## src/rtl/flash_fe_pkg.sv

```systemverilog
package flash_fe_pkg;

  typedef enum logic [1:0] {
    OP_WRITE = 2'b00,
    OP_PROG  = 2'b01,
    OP_ERASE = 2'b10
  } op_e;

  localparam logic [7:0] ID_MAKER   = 8'h01;
  localparam logic [7:0] ID_DEVICE  = 8'h20;
  localparam logic [7:0] ID_LOCKED  = 8'h01;
  localparam logic [7:0] ID_OPEN    = 8'h00;

  // Any class other than a plain write alters the array and is subject to protection.
  function automatic logic alters_array(input logic [1:0] op);
    return op != OP_WRITE;
  endfunction

  function automatic logic [7:0] id_code(input logic a0, input logic a1, input logic locked);
    if (a0)      return ID_DEVICE;
    else if (a1) return locked ? ID_LOCKED : ID_OPEN;
    else         return ID_MAKER;
  endfunction

endpackage

```

## src/rtl/flash_fe_glitch_filter.sv

```systemverilog
module flash_fe_glitch_filter #(
  parameter int   MIN_PULSE = 4,
  parameter logic RST_VAL   = 1'b1
) (
  input  logic clk,
  input  logic rst_n,
  input  logic clr,
  input  logic din,
  output logic dout
);

  generate
    if (MIN_PULSE <= 1) begin : g_pass
      logic unused_clr;
      assign unused_clr = clr;
      always_ff @(posedge clk or negedge rst_n) begin
        if (!rst_n) dout <= RST_VAL;
        else        dout <= din;
      end
    end else begin : g_count
      localparam int CW = $clog2(MIN_PULSE);
      localparam logic [CW-1:0] LAST = CW'(MIN_PULSE - 1);
      logic [CW-1:0] run;
      always_ff @(posedge clk or negedge rst_n) begin
        if (!rst_n) begin
          dout <= RST_VAL;
          run  <= '0;
        end else if (clr) begin
          // during lockout the filter tracks the pin so a held level is seen as held
          dout <= din;
          run  <= '0;
        end else if (din == dout) begin
          run <= '0;
        end else if (run == LAST) begin
          dout <= din;
          run  <= '0;
        end else begin
          run <= run + 1'b1;
        end
      end
    end
  endgenerate

endmodule

```

## src/rtl/flash_fe_strobe_qual.sv

```systemverilog
module flash_fe_strobe_qual #(
  parameter int LANES = 4,
  parameter int AW    = 17,
  parameter int DW    = 8 * LANES
) (
  input  logic             clk,
  input  logic             rst_n,
  input  logic             lock,
  input  logic [LANES-1:0] ce_f,
  input  logic             we_f,
  input  logic             oe_f,
  input  logic [AW-1:0]    addr,
  input  logic [DW-1:0]    data,
  input  logic [1:0]       op,
  output logic             acc,
  output logic [AW-1:0]    acc_addr,
  output logic [DW-1:0]    acc_data,
  output logic [LANES-1:0] acc_lanes,
  output logic [1:0]       acc_op
);

  logic             we_q;
  logic             armed;
  logic             spoiled;
  logic [LANES-1:0] lanes_seen;

  logic any_sel, inhibit, we_rise;
  assign any_sel = |(~ce_f);
  assign inhibit = ~any_sel | ~oe_f;
  assign we_rise = we_f & ~we_q;

  always_ff @(posedge clk or negedge rst_n) begin
    if (!rst_n) begin
      we_q       <= 1'b1;
      armed      <= 1'b0;
      spoiled    <= 1'b0;
      lanes_seen <= '0;
      acc        <= 1'b0;
      acc_addr   <= '0;
      acc_data   <= '0;
      acc_lanes  <= '0;
      acc_op     <= '0;
    end else if (lock) begin
      we_q    <= we_f;
      armed   <= 1'b0;
      spoiled <= 1'b0;
      acc     <= 1'b0;
    end else begin
      we_q <= we_f;
      acc  <= 1'b0;
      if (we_f) begin
        // a high level on write-enable ends the power-up inhibit
        armed   <= 1'b1;
        spoiled <= 1'b0;
      end else begin
        spoiled    <= spoiled | inhibit;
        lanes_seen <= ~ce_f;
      end
      if (we_rise && armed && !spoiled) begin
        acc       <= 1'b1;
        acc_addr  <= addr;
        acc_data  <= data;
        acc_lanes <= lanes_seen;
        acc_op    <= op;
      end
    end
  end

endmodule

```

## src/rtl/flash_fe_sector_guard.sv

```systemverilog
module flash_fe_sector_guard #(
  parameter int SW = 3
) (
  input  logic          clk,
  input  logic          rst_n,
  input  logic          prot_set,
  input  logic          prot_clr,
  input  logic [SW-1:0] prot_sel,
  input  logic [SW-1:0] chk_sel,
  input  logic [SW-1:0] rd_sel,
  output logic          chk_locked,
  output logic          rd_locked
);

  localparam int SECTORS = 1 << SW;

  logic [SECTORS-1:0] locked;

  generate
    for (genvar s = 0; s < SECTORS; s++) begin : g_sector
      logic hit;
      assign hit = (prot_sel == SW'(s));
      always_ff @(posedge clk or negedge rst_n) begin
        if (!rst_n)                locked[s] <= 1'b0;
        else if (prot_set && hit)  locked[s] <= 1'b1;
        else if (prot_clr && hit)  locked[s] <= 1'b0;
      end
    end
  endgenerate

  assign chk_locked = locked[chk_sel];
  assign rd_locked  = locked[rd_sel];

endmodule

```

## src/rtl/flash_fe_autosel_rd.sv

```systemverilog
module flash_fe_autosel_rd
  import flash_fe_pkg::*;
#(
  parameter int LANES = 4
) (
  input  logic               clk,
  input  logic               rst_n,
  input  logic               lock,
  input  logic               autosel,
  input  logic               oe_f,
  input  logic [LANES-1:0]   ce_f,
  input  logic               a0,
  input  logic               a1,
  input  logic               sec_locked,
  output logic [LANES-1:0]   rd_oe,
  output logic [8*LANES-1:0] rd_data
);

  logic [7:0] code;
  assign code = id_code(a0, a1, sec_locked);

  generate
    for (genvar l = 0; l < LANES; l++) begin : g_lane
      logic       drive;
      logic       lane_oe;
      logic [7:0] lane_byte;
      assign drive = autosel & ~oe_f & ~ce_f[l];
      always_ff @(posedge clk or negedge rst_n) begin
        if (!rst_n) begin
          lane_oe   <= 1'b0;
          lane_byte <= '0;
        end else if (lock) begin
          lane_oe   <= 1'b0;
          lane_byte <= '0;
        end else begin
          lane_oe   <= drive;
          lane_byte <= drive ? code : 8'h00;
        end
      end
      assign rd_oe[l]         = lane_oe;
      assign rd_data[8*l +: 8] = lane_byte;
    end
  endgenerate

endmodule

```

## src/rtl/flash_cmd_frontend.sv

```systemverilog
module flash_cmd_frontend
  import flash_fe_pkg::*;
#(
  parameter int LANES     = 4,
  parameter int AW        = 17,
  parameter int SW        = 3,
  parameter int MIN_PULSE = 4
) (
  input  logic               clk,
  input  logic               rst_n,
  input  logic               pwr_good,
  input  logic [LANES-1:0]   ce_n,
  input  logic               we_n,
  input  logic               oe_n,
  input  logic [AW-1:0]      addr,
  input  logic [8*LANES-1:0] wdata,
  input  logic [1:0]         op_sel,
  input  logic               autosel,
  input  logic               prot_set,
  input  logic               prot_clr,
  input  logic [SW-1:0]      prot_sector,
  output logic               cmd_valid,
  input  logic               cmd_ready,
  output logic [AW-1:0]      cmd_addr,
  output logic [8*LANES-1:0] cmd_data,
  output logic [LANES-1:0]   cmd_lanes,
  output logic [1:0]         cmd_op,
  output logic               prot_reject,
  output logic [LANES-1:0]   rd_oe,
  output logic [8*LANES-1:0] rd_data
);

  localparam int DW = 8 * LANES;

  logic lock;
  assign lock = ~pwr_good;

  // strobe filters: one per chip-enable lane plus write- and output-enable
  logic [LANES-1:0] ce_f;
  logic             we_f, oe_f;

  generate
    for (genvar l = 0; l < LANES; l++) begin : g_ce_filt
      flash_fe_glitch_filter #(.MIN_PULSE(MIN_PULSE), .RST_VAL(1'b1)) u_filt (
        .clk(clk), .rst_n(rst_n), .clr(lock), .din(ce_n[l]), .dout(ce_f[l])
      );
    end
  endgenerate

  flash_fe_glitch_filter #(.MIN_PULSE(MIN_PULSE), .RST_VAL(1'b1)) u_we_filt (
    .clk(clk), .rst_n(rst_n), .clr(lock), .din(we_n), .dout(we_f)
  );

  flash_fe_glitch_filter #(.MIN_PULSE(MIN_PULSE), .RST_VAL(1'b1)) u_oe_filt (
    .clk(clk), .rst_n(rst_n), .clr(lock), .din(oe_n), .dout(oe_f)
  );

  logic             acc;
  logic [AW-1:0]    acc_addr;
  logic [DW-1:0]    acc_data;
  logic [LANES-1:0] acc_lanes;
  logic [1:0]       acc_op;

  flash_fe_strobe_qual #(.LANES(LANES), .AW(AW), .DW(DW)) u_qual (
    .clk(clk), .rst_n(rst_n), .lock(lock),
    .ce_f(ce_f), .we_f(we_f), .oe_f(oe_f),
    .addr(addr), .data(wdata), .op(op_sel),
    .acc(acc), .acc_addr(acc_addr), .acc_data(acc_data),
    .acc_lanes(acc_lanes), .acc_op(acc_op)
  );

  logic chk_locked, rd_locked;

  flash_fe_sector_guard #(.SW(SW)) u_guard (
    .clk(clk), .rst_n(rst_n),
    .prot_set(prot_set), .prot_clr(prot_clr), .prot_sel(prot_sector),
    .chk_sel(acc_addr[AW-1 -: SW]), .rd_sel(addr[AW-1 -: SW]),
    .chk_locked(chk_locked), .rd_locked(rd_locked)
  );

  flash_fe_autosel_rd #(.LANES(LANES)) u_idrd (
    .clk(clk), .rst_n(rst_n), .lock(lock),
    .autosel(autosel), .oe_f(oe_f), .ce_f(ce_f),
    .a0(addr[0]), .a1(addr[1]), .sec_locked(rd_locked),
    .rd_oe(rd_oe), .rd_data(rd_data)
  );

  // output stage: one held command word, sticky rejection flag
  logic blocked, slot_free;
  assign blocked   = acc & alters_array(acc_op) & chk_locked;
  assign slot_free = ~cmd_valid | cmd_ready;

  always_ff @(posedge clk or negedge rst_n) begin
    if (!rst_n) begin
      cmd_valid   <= 1'b0;
      cmd_addr    <= '0;
      cmd_data    <= '0;
      cmd_lanes   <= '0;
      cmd_op      <= '0;
      prot_reject <= 1'b0;
    end else if (lock) begin
      cmd_valid   <= 1'b0;
      prot_reject <= 1'b0;
    end else begin
      if (cmd_valid && cmd_ready) cmd_valid <= 1'b0;
      if (acc && !blocked && slot_free) begin
        cmd_valid <= 1'b1;
        cmd_addr  <= acc_addr;
        cmd_data  <= acc_data;
        cmd_lanes <= acc_lanes;
        cmd_op    <= acc_op;
      end
      if (blocked) prot_reject <= 1'b1;
    end
  end

endmodule

```

## config.mk

```make
export PLATFORM = sky130hd
export DESIGN_NAME = flash_cmd_frontend
export DESIGN_NICKNAME = d
export VERILOG_FILES = /design/src/rtl/flash_fe_pkg.sv /design/src/rtl/flash_fe_glitch_filter.sv /design/src/rtl/flash_fe_strobe_qual.sv /design/src/rtl/flash_fe_sector_guard.sv /design/src/rtl/flash_fe_autosel_rd.sv /design/src/rtl/flash_cmd_frontend.sv
export SDC_FILE = /design/constraint.sdc
export NUM_CORES = 1
export LEC_CHECK = 0
export ABC_AREA = 0
export BUFFER_PORTS_ARGS = -buffer_cell sky130_fd_sc_hd__buf_2
export CAP_MARGIN = 5
export CORE_MARGIN = 2
export CORE_UTILIZATION = 55
export DETAILED_ROUTE_END_ITERATION = 7
export PLACE_DENSITY = 0.82
export SLEW_MARGIN = 20
export SYNTH_ARGS = -nofsm -noshare
export SYNTH_HDL_FRONTEND = slang
export SYNTH_SLANG_ARGS = --single-unit
```

## constraint.sdc

```tcl
create_clock -name clk -period 4.54 [get_ports clk]
set_input_delay 0.908 -clock clk [delete_from_list [all_inputs] [get_ports clk]]
set_output_delay 0.908 -clock clk [all_outputs]
set_load 0.02 [all_outputs]
```

# After elaboration in Yosys (flattened, before gate mapping)
# Index checks and enable logic that the tools add are counted.
# op_classes
bitwise	21
mux	82
n_lt_le_gt_ge	2
n_reduce_logical	43
eq_ne	34
n_addsub	6
# op_table
operator	n
8-bit 2-to-1 mux	10
1-bit 2-to-1 mux	52
2-bit 2-to-1 mux	18
1-bit logical AND	21
2-bit AND reduction	9
2-bit nonzero test	9
2-bit by 1-bit != test with 1-bit output (second input constant)	8
2-bit by 1-bit adder with 2-bit output (second input constant)	6
2-bit equality test (second input constant)	6
3-bit equality test (second input constant)	4
2-bit != test (second input constant)	6
1-bit inverter	9
1-bit bitwise AND	8
3-bit by 4-bit less-than comparator with 1-bit output (second input constant)	2
1-bit binary-select mux with 3-bit select	2
1-bit equality test	6
3-bit by 2-bit equality test with 1-bit output (second input constant)	2
4-bit inverter	1
4-bit OR reduction	1
3-bit by 1-bit equality test with 1-bit output (second input constant)	1
3-bit zero test	1
3-bit by 1-bit != test with 1-bit output (second input constant)	1
1-bit bitwise OR	3
1-bit zero test	2
# totals
register_bits	182
elab_cells	231
in_bits	67
out_inout_bits	93

# Longest topological paths before layout
# logic_depth
ltp_word	8
depth_mapped	5
depth_no_buf	4

# By module
# A second synthesis with hierarchy kept.
# unflattened
hier_cells	417
area_unflattened_um2	6879.1
# modules_own_cells
module	seq_area_each_um2	cells_per_inst	area_each_um2	n_inst
flash_fe_strobe_qual	1577.8	141	2538.7	1
flash_cmd_frontend	1426.4	127	2414.8	1
flash_fe_glitch_filter	76.3	9	126.4	6
flash_fe_autosel_rd	300.3	56	654.4	1
flash_fe_sector_guard	200.2	39	513.0	1

# Worst setup path before layout
# Ideal clock, no wire load.
# synth_timing
path_kind	input port to flip-flop
start	input port pwr_good
end	register u_qual.acc_addr[10]
path_buffers	2
path_slack_ps	2404
stages	4
arrival_ps	2011
setup_ps	125
t_required_ps	4415
path_cell_list	nand4_1 -> clkbuf_1 -> clkbuf_1 -> mux2_2
# synth_between
elab_chain_len	1
# synth_rtl
element	line	text
start, declared	flash_cmd_frontend.sv:11	input logic pwr_good,
2-bit AND reduction (no source line)	--	
end signal, assigned	flash_fe_strobe_qual.sv:61	acc_addr <= addr;
end, declared	flash_fe_strobe_qual.sv:16	output logic [AW-1:0] acc_addr,
# No other way between the ends.
# A chain may end at the register's enable or synchronous reset.

# Final worst setup path
# layout_timing
start	register u_qual.acc_addr[15]
end	register cmd_data[20]
# layout_between
elab_chain_len	7
# layout_rtl
element	line	text
1-bit binary-select mux with 3-bit select	flash_fe_sector_guard.sv:31	assign chk_locked = locked[chk_sel];
1-bit 2-to-1 mux (not written as such)	flash_fe_sector_guard.sv:31	
1-bit bitwise AND	flash_cmd_frontend.sv:90	assign blocked = acc & alters_array(acc_op) & chk_locked;
1-bit zero test	flash_cmd_frontend.sv:106	if (acc && !blocked && slot_free) begin
1-bit logical AND (2 in series)	flash_cmd_frontend.sv:106	
2-bit AND reduction (no source line)	--	
end signal, assigned	flash_cmd_frontend.sv:109	cmd_data <= acc_data;
end, declared	flash_cmd_frontend.sv:25	output logic [8*LANES-1:0] cmd_data,
# No other way between the ends. The select of a mux whose other input is x is not followed.

==> results.md <==
- Num rows: 39
- Worst setup SP type: register
- Hold slack: between 0.3 and 0.4 ns
- Hold Fails Final Rpt: 0
- First-pass GRT wire length: approximately 19 mm
- Core area: 11300 um2
- Worst path max stage delay: about 0.61 ns
- Hold_buf cts: 0
- Final core occ: between 60% and 70%
- Cell taking the most area after synthesis: dfrtp_1
- Fin crit share: roughly 57%
- Clk sink count: roughly 160
- CP cell instances: mux4_2, mux2i_4, o21ai_4, buf_4, mux2_2
- Total setup buffers inserted after CTS: 0
- Worst path bufs/invs: 1
- Mapped cell area: between 6000 and 7000 um2
- Post-Layout Inst Area: approximately 7500 um2
- ANT nets after route: 0
- Synth area leaders: dfrtp_1, mux2_2, mux2_1
- Hold path depth: 0
- Seq/Total Area, Yosys: between 60 and 70%
- DRT Pass-1 Iters: 4
- Post-synth top area share: approximately three fifths
- Crit. End Element: register
- Detailed-route via count: 3688
- Placement Cell Area: ~7000 um2
- Final-layout fill cell count: ~830
- Worst-Margin Slew: 0.913 ns
- I/O Buffers: 135
- Setup total negative slack: 0 ns
- Post_cts resized: 0
- Register-to-Register Path Depth: 5
- Final HPWL DP: 7.80 mm
- DRT iter0 DRCs: about 170
- Slowest cell on crit path: o21ai_4
- R2r endpoint: cmd_data[20]
- Hold Path Sink: u_qual.we_q
- Leak pwr: 0.00393 uW
- Diodes inserted: 0
- GRT overflow: 0
- Outcome: finished clean
- Hold Startpoint: u_we_filt.dout
- Area of the multi-input gates: about 2100 um2
- Most frequent cells in the layout: dfrtp_1, buf_2, mux2_2
- Clock Tree Buf Depth: 2
- Drt drc: 0
- Gr usage total: between 10% and 20%
- Num CTS Buffers: 17
- CTS tree: yes
- Vias per cell: 5.15
- Levels on crit path: 5
- Family with the most delay on the worst path: multiplexers
- Slack of the worst reg-to-reg path: 1.96 ns
- Largest net degree at the start of global routing: approximately 100
- Die Area: about 12000 um2
- RSZ-0062 raised after global routing: false
- Die Span Y: between 100 and 150 um
- Worst hold-check path type: register to register
- Initial antenna violation count: 0
- Synth Instances: around 420
- Chip width: about 110 um
- CTS Root Cell: clkbuf_16
- Worst EP required: 4.84 ns
- Drt wl/cell: about 16 um
- Clock Latency Late Sink: around 0.42 ns
- CP Max Fanout: 32
- Vias in the first global route: between 3000 and 4000
- Largest vdd supply drop: between 0.3 and 0.4 mV
- Synth cell types: 35
- Ys Warns: 0
- Syn_area_per_cell: approximately 15 um2
- Max capacitance violation total: 0
- Total power per unit cell area: 576 nW/um2
- Final Wtd Congestion: between 0.7 and 0.8
- Pins Over Slew Limit: 0
- Register area: 3960 um2
- Io pins: 160
- Drt total wl: around 11 mm
- Clock Skews: 0.00597 ns
- Final-stage net count: around 640
- Synth-to-layout area growth: 20.2%
- Crit Path Class: register to register
- Most common cell after layout, fill and taps aside: dfrtp_1
- Yosys reg bits: 158
- Worst-path clk slew: ~0.060 ns
- Initial core utilization: 55.7%
- Min Tclk post-route: 2.58 ns
- Final setup fails: 0
- Ratio of cells with drive above 1 in the final layout: between 40% and 50%
- Max-slew headroom: roughly 39%
- Fmax: just under 400 MHz
- H-Tree Depth: 4
- Reg2reg start: u_qual.acc_addr[15]
- Crit path DAT: 2.88 ns
-- through the flow --
step                      worst slack [ns]  power, uW  std cells
final                                 1.96       4340        716
after global routing                  1.77       4570        716
after CTS                             1.90       4390        716
after detailed placement              1.77       3080        686
after global placement                1.80       3000        686
after floorplan                       2.40       2700        446
-- worst max-delay path by stage --
stage	startpoint	endpoint	slack, ns
after floorplan	pwr_good	u_qual.acc_addr[10]	2.40
after global placement	cmd_ready	cmd_data[22]	1.80
after detailed placement	cmd_ready	cmd_data[20]	1.77
after CTS	u_qual.acc_addr[15]	cmd_data[19]	1.90
after global routing	u_qual.acc_addr[15]	cmd_data[21]	1.77
final	u_qual.acc_addr[15]	cmd_data[20]	1.96
-- flip-flops by register name, indices dropped and copies added, names as in the netlist, 2 cells and up --
name                          count
cmd_data                         32
u_qual.acc_data                  32
cmd_addr                         17
u_qual.acc_addr                  17
g_ce_filt.u_filt.g_count.run      8
u_guard.locked                    8
u_idrd.g_lane.lane_byte           8
cmd_lanes                         4
g_ce_filt.u_filt.dout             4
u_idrd.g_lane.lane_oe             4
u_qual.acc_lanes                  4
u_qual.lanes_seen                 4
cmd_op                            2
u_oe_filt.g_count.run             2
u_qual.acc_op                     2
u_we_filt.g_count.run             2
-- power by group --
part	internal [uW]	switching (uW)	total, uW
registers	1830	221	2050
clock network	798	511	1310
logic	453	530	983
total	3080	1260	4340
-- cell type report --
| type | count | share of cell area [%] |
|---|---|---|
| inverters | 2 | 0.0996 |
| multi-input cells | 244 | 28.3 |
| flip-flops and latches | 158 | 52.5 |
| clock inverters | 8 | 0.863 |
| clock buffers | 22 | 6.42 |
| repair buffers | 139 | 9.44 |
| well taps | 143 | 2.37 |
-- cell families (layout without fill, tap and decap cells) --
logic type / after synthesis / count (layout) / share of synthesized area (%)
multiplexers: 121 / 121 / 22.6
XOR/XNOR: 6 / 6 / 0.837
AO/OA/AOI/OAI: 30 / 30 / 2.83
buffers and inverters: 44 / 171 / 4.41
adder cells (fa/ha/maj): 6 / 6 / 1.20
flip-flops: 158 / 158 / 63.1
other: 1 / 24 / 0.0598
AND/OR/NAND/NOR: 57 / 57 / 4.94
-- Yosys cell counts --
| master | number |
|---|---|
| a211oi_1 | 2 |
| a21boi_0 | 1 |
| a21oi_1 | 2 |
| a31oi_1 | 1 |
| and2_1 | 5 |
| and3_1 | 5 |
| buf_2 | 5 |
| buf_4 | 28 |
| clkbuf_1 | 9 |
| conb_1 | 1 |
| dfrtp_1 | 151 |
| dfstp_2 | 7 |
| ha_1 | 6 |
| inv_1 | 2 |
| mux2_1 | 50 |
| mux2_2 | 65 |
| mux2i_1 | 1 |
| mux2i_4 | 1 |
| mux4_2 | 4 |
| nand2_1 | 10 |
| nand2b_1 | 11 |
| nand3_1 | 1 |
| nand3b_1 | 1 |
| nand4_1 | 2 |
| nor2_1 | 9 |
| nor2b_1 | 2 |
| nor3_1 | 3 |
| nor3b_1 | 4 |
| nor4_1 | 4 |
| o21a_1 | 2 |
| o21ai_0 | 17 |
| o21ai_2 | 1 |
| o31ai_1 | 4 |
| xnor2_1 | 2 |
| xor2_1 | 4 |
-- routing by layer --
layer | global-route usage, % | wire length, um
met2 | 32.2 | 5620
met5 | 0 | 0
met3 | 6.89 | 634
met4 | 7.75 | 237
met1 | 23.9 | 4730
Power figures use the tool's default switching activity.
